[src/rtl/fpcmp_pkg.sv]
package fpcmp_pkg;

  typedef enum logic [1:0] {
    OP_LE  = 2'd0,
    OP_LT  = 2'd1,
    OP_EQ  = 2'd2,
    OP_RSV = 2'd3
  } cmpOp_e;

  // Strobes sent from the decoder to the datapath
  typedef struct packed {
    logic useLess;   // verdict includes strict ordering
    logic useEqual;  // verdict includes equality
    logic nanTraps;  // any NaN raises invalid
    logic snanTraps; // only signaling NaN raises invalid
  } cmpStrobe_t;

endpackage

[src/rtl/fpcmp_classify.sv]
module fpcmp_classify #(
  parameter int EXP_W = 8,
  parameter int MAN_W = 23,
  localparam int FLEN  = 1 + EXP_W + MAN_W,
  localparam int MAG_W = EXP_W + MAN_W
) (
  input  logic [FLEN-1:0]  opBits,
  output logic             signBit,
  output logic [MAG_W-1:0] magBits,
  output logic             isZero,
  output logic             isNan,
  output logic             isSnan
);

  logic [EXP_W-1:0] expField;
  logic [MAN_W-1:0] manField;
  logic             expAllOnes;
  logic             manNonZero;

  always_comb begin
    signBit    = opBits[FLEN-1];
    expField   = opBits[FLEN-2 -: EXP_W];
    manField   = opBits[MAN_W-1:0];
    magBits    = opBits[MAG_W-1:0];
    expAllOnes = &expField;
    manNonZero = |manField;
    isZero     = ~|magBits;
    isNan      = expAllOnes & manNonZero;
    isSnan     = isNan & ~manField[MAN_W-1];
  end

endmodule

[src/rtl/fpcmp_ctrl.sv]
module fpcmp_ctrl
  import fpcmp_pkg::*;
(
  input  logic [1:0]  opSel,
  output cmpStrobe_t  strobes
);

  always_comb begin
    strobes = '0;
    case (cmpOp_e'(opSel))
      OP_LE: begin
        strobes.useLess  = 1'b1;
        strobes.useEqual = 1'b1;
        strobes.nanTraps = 1'b1;
      end
      OP_LT: begin
        strobes.useLess  = 1'b1;
        strobes.nanTraps = 1'b1;
      end
      OP_EQ: begin
        strobes.useEqual  = 1'b1;
        strobes.snanTraps = 1'b1;
      end
      default: strobes = '0;
    endcase
  end

  always_comb begin
    AST_ONE_TRAP_POLICY: assert ($onehot0({strobes.nanTraps, strobes.snanTraps}))
      else $error("both NaN trap policies active");
    AST_RSV_SILENT: assert (opSel != 2'd3 || strobes == '0)
      else $error("reserved select produced strobes");
  end

endmodule

[src/rtl/fpcmp_datapath.sv]
module fpcmp_datapath
  import fpcmp_pkg::*;
#(
  parameter int EXP_W = 8,
  parameter int MAN_W = 23,
  localparam int FLEN  = 1 + EXP_W + MAN_W,
  localparam int MAG_W = EXP_W + MAN_W
) (
  input  logic [FLEN-1:0] opA,
  input  logic [FLEN-1:0] opB,
  input  cmpStrobe_t      strobes,
  output logic            verdict,
  output logic            invalid
);

  logic             signA, signB;
  logic [MAG_W-1:0] magA, magB;
  logic             zeroA, zeroB, nanA, nanB, snanA, snanB;
  logic             anyNan, anySnan, bothZero;
  logic             lessAB, equalAB;

  fpcmp_classify #(.EXP_W(EXP_W), .MAN_W(MAN_W)) u_clsA (
    .opBits(opA), .signBit(signA), .magBits(magA),
    .isZero(zeroA), .isNan(nanA), .isSnan(snanA)
  );

  fpcmp_classify #(.EXP_W(EXP_W), .MAN_W(MAN_W)) u_clsB (
    .opBits(opB), .signBit(signB), .magBits(magB),
    .isZero(zeroB), .isNan(nanB), .isSnan(snanB)
  );

  always_comb begin
    anyNan   = nanA | nanB;
    anySnan  = snanA | snanB;
    bothZero = zeroA & zeroB;

    // sign-magnitude ordering, zeros of either sign collapse
    if (anyNan || bothZero) begin
      lessAB = 1'b0;
    end else if (signA != signB) begin
      lessAB = signA;
    end else if (signA) begin
      lessAB = magA > magB;
    end else begin
      lessAB = magA < magB;
    end

    equalAB = ~anyNan & ((opA == opB) | bothZero);

    verdict = ~anyNan & ((strobes.useLess & lessAB) | (strobes.useEqual & equalAB));
    invalid = (strobes.nanTraps & anyNan) | (strobes.snanTraps & anySnan);
  end

  always_comb begin
    AST_ORDERED_NAN: assert (!(strobes.nanTraps && anyNan) || (!verdict && invalid))
      else $error("ordered compare with NaN misbehaved");
    AST_EQ_NAN_ZERO: assert (!(strobes.useEqual && !strobes.useLess && anyNan) || !verdict)
      else $error("equality with NaN returned true");
    AST_ZERO_EQUAL: assert (!(bothZero && !anyNan) || (equalAB && !lessAB))
      else $error("signed zeros misordered");
    AST_LESS_EQ_EXCL: assert (!(lessAB && equalAB))
      else $error("less and equal both set");
    AST_NO_NAN_NO_FLAG: assert (anyNan || !invalid)
      else $error("invalid raised without NaN");
  end

endmodule

[src/rtl/fpcmp_unit.sv]
module fpcmp_unit
  import fpcmp_pkg::*;
#(
  parameter int EXP_W = 8,
  parameter int MAN_W = 23,
  parameter int XLEN  = 32,
  localparam int FLEN = 1 + EXP_W + MAN_W
) (
  input  logic [FLEN-1:0] opA,
  input  logic [FLEN-1:0] opB,
  input  logic [1:0]      opSel,
  output logic [XLEN-1:0] cmpResult,
  output logic            invalidFlag
);

  cmpStrobe_t strobes;
  logic       verdict;

  fpcmp_ctrl u_ctrl (
    .opSel  (opSel),
    .strobes(strobes)
  );

  fpcmp_datapath #(.EXP_W(EXP_W), .MAN_W(MAN_W)) u_dp (
    .opA    (opA),
    .opB    (opB),
    .strobes(strobes),
    .verdict(verdict),
    .invalid(invalidFlag)
  );

  assign cmpResult = {{(XLEN-1){1'b0}}, verdict};

  always_comb begin
    AST_RSV_QUIET: assert (opSel != 2'd3 || (cmpResult == '0 && !invalidFlag))
      else $error("reserved select not quiet");
  end

endmodule

[config.mk]
export PLATFORM = sky130hd
export DESIGN_NAME = fpcmp_unit
export DESIGN_NICKNAME = d
export VERILOG_FILES = /design/src/rtl/fpcmp_pkg.sv /design/src/rtl/fpcmp_classify.sv /design/src/rtl/fpcmp_ctrl.sv /design/src/rtl/fpcmp_datapath.sv /design/src/rtl/fpcmp_unit.sv
export SDC_FILE = /design/constraint.sdc
export NUM_CORES = 1
export LEC_CHECK = 0
export BUFFER_PORTS_ARGS = -buffer_cell sky130_fd_sc_hd__buf_2
export CAP_MARGIN = 25
export CORE_ASPECT_RATIO = 0.9
export CORE_MARGIN = 3
export CORE_UTILIZATION = 46
export DETAILED_ROUTE_END_ITERATION = 16
export PLACE_DENSITY = 0.86
export SYNTH_ARGS = -nofsm -noshare
export SYNTH_HDL_FRONTEND = slang
export SYNTH_SLANG_ARGS = --single-unit
[constraint.sdc]
create_clock -name vclk -period 6.1
set_clock_uncertainty 0.2 [all_clocks]
set_input_delay 1.22 -clock vclk [all_inputs]
set_output_delay 1.22 -clock vclk [all_outputs]
set_load 0.01 [all_outputs]
==> metrics.md <==
| Metric | Value |
|---|---|
| Resized cells post-CTS | 0 |
| Layout cells sized above 1 | 28.35% |
| Peak VDD IR | 0.02634 mV |
| WL/cell | 11.08 um |
| Post-Syn Area | 1321 sq um |
| Largest fanout on the critical path | 3 |
| Yosys warning count | 0 |
| Hold crit path type | primary input to output pin |
| Design Power | 89.27 uW |
| RSZ-0062 raised after global routing | false |
| Post-CTS setup buffer count | 0 |
| Vias in the first global route | 1224 |
| Status | complete, no violations |
| Layout Utilization | 60.95% |
| Total core area | 2595 sq um |
| DP HPWL | 3070 um |
| Max incr delay on CP | 0.47 ns |
| Fin area | 1582 sq um |
| Critical path class | primary input to output pin |
| Sequential fraction of the synthesis area | 0% |
| Grt total ovfl | 0 |
| Worst Tran Pin Value | 0.5990 ns |
| Final hold violation count | 0 |
| Antenna violations before repair | 0 |
| Detailed Route WL | 3235 um |
| Die area | 3553 sq um |
| Ports | 99 |
| Crit path cell chain | buf_2, inv_1, ha_1, a21oi_2, o21ai_1, a221o_1, a2111o_1, or4_1, nand3_1, buf_2 |
| Fill cell count | 273 |
| Synth cell types | 35 |
| GPL Wtd Cong | 0.9363 |
| Fin crit share | 77.65% |
| Die Wd | 62.50 um |
| Max Slew Vio Count | 0 |
| Critical path startpoint category | primary input |
| # clk buffers | 0 |
| Req. time, crit path | 4.68 ns |
| Largest net degree at the start of global routing | 5 |
| Port bufs | 68 |
| WP data arrival | 3.32 ns |
| Area Growth Syn to Fin | 19.70% |
| Seq cells | 0 |
| Total GRT Usage | 16.25% |
| Row cnt | 17 |
| Final net count | 353 |
| Slowest-stage cell, CP | or4_1 |
| Relative slew slack | 59.52% |
| Final antenna-violating net count | 0 |
| Setup TNS Final | 0 ns |
| Bufs and invs on worst path | 3 |
| Cell mode on critical path | buf_2 |
| Cell count after synthesis | 188 |
| Post-DP Area | 1582 sq um |
| DRC | 0 |
| Mean Syn Cell Area | 7.028 sq um |
| Register area | 0 sq um |
| Max Cap Viol | 0 |
| Hold buffer count at CTS | 0 |
| Hold slack | 2.529 ns |
| Die Y-Extent | 56.85 um |
| Power per cell area | 56.44 nW/um^2 |
| Critical path's top delay family | compound AO/OA/AOI/OAI gates |
| Finish-stage setup viols | 0 |
| Final worst path period need | 4.736 ns |
| Pre-antenna DRT Iters | 4 |
| Via count | 1405 |
| Max Clock Freq | 211.1 MHz |
| DR iter-0 viols | 24 |
| Setup crit end kind | output pin |
| Starting Density | 50.92% |
| Ant. Diodes | 0 |
| DR vias/cell | 4.812 |
| Leakage Power | 0.9210 nW |
| First-pass GRT wire length | 5009 um |
where the power goes:
| group | internal (mW) | switching (mW) |
|---|---|---|
| Clock | 0 | 0 |
| Sequential | 0 | 0 |
| Combinational | 0.0398 | 0.0495 |
kinds of logic after synthesis:
| kind of cell | synth area share (%) |
|---|---|
| buf+inv | 27.84 |
| other cells | 0.2838 |
| compound gates | 16.57 |
| simple gates | 25.95 |
| fa+ha+maj | 29.36 |
metal layers:
| metal | GRT usage [%] | routed length (um) | vias to the layer above |
|---|---|---|---|
| met3 | 2.400 | 270 | 0 |
| li1 | - | - | 764 |
| met4 | 0.6289 | 0 | 0 |
| met1 | 21.70 | 1454 | 585 |
| met2 | 28.88 | 1510 | 56 |
| met5 | 0 | 0 | - |
through the flow:
| stage | cells | setup slack (ns) |
|---|---|---|
| 2_1_floorplan | 218 | 1.577 |
| 3_3_place_gp | 292 | 1.379 |
| 3_5_place_dp | 292 | 1.349 |
| 4_1_cts | 292 | 1.345 |
| 5_1_grt | 292 | 1.260 |
| 6_report | 292 | 1.364 |
cell usage after synthesis, types with 5 or more instances:
cell type	number	area [sq um]
o21ai_0	5	25.02
nor4_1	14	87.58
nand3_1	5	25.02
nor3_1	5	25.02
buf_4	32	240.2
nand4_1	13	81.33
a21oi_1	9	45.04
nand2_1	6	22.52
ha_1	31	387.9
inv_1	34	127.6
nor2_1	6	22.52
worst min-delay path, cell delays in order:
cell and delay (ns):
buf_2 0.08, o22ai_1 0.07, buf_2 0.13
cells in the final DEF, fill, tap and decap left out, types with 2 or more instances in the layout:
cell type	count
a21o_1	2
a21oi_1	9
a21oi_2	2
buf_2	68
conb_1	31
ha_1	31
inv_1	34
nand2_1	6
nand3_1	5
nand4_1	13
nor2_1	6
nor3_1	5
nor4_1	14
o2111ai_1	2
o21ai_0	5
or4_1	2
worst paths after layout:
kind / start / endpoint / slack, ns / cells after the start
setup / recovery: opB[18] / cmpResult[0] / 1.36 / 10
hold / removal: opSel[1] / invalidFlag / 2.53 / 3
area by class of cell:
cell class	count	area, sq um	area share [%]
inverters	34	127.6	8.070
multi-input cells	152	1066	67.40
well taps	38	47.55	3.006
repair buffers	68	340.3	21.52
No activity file was read; power rests on OpenSTA's default activity.
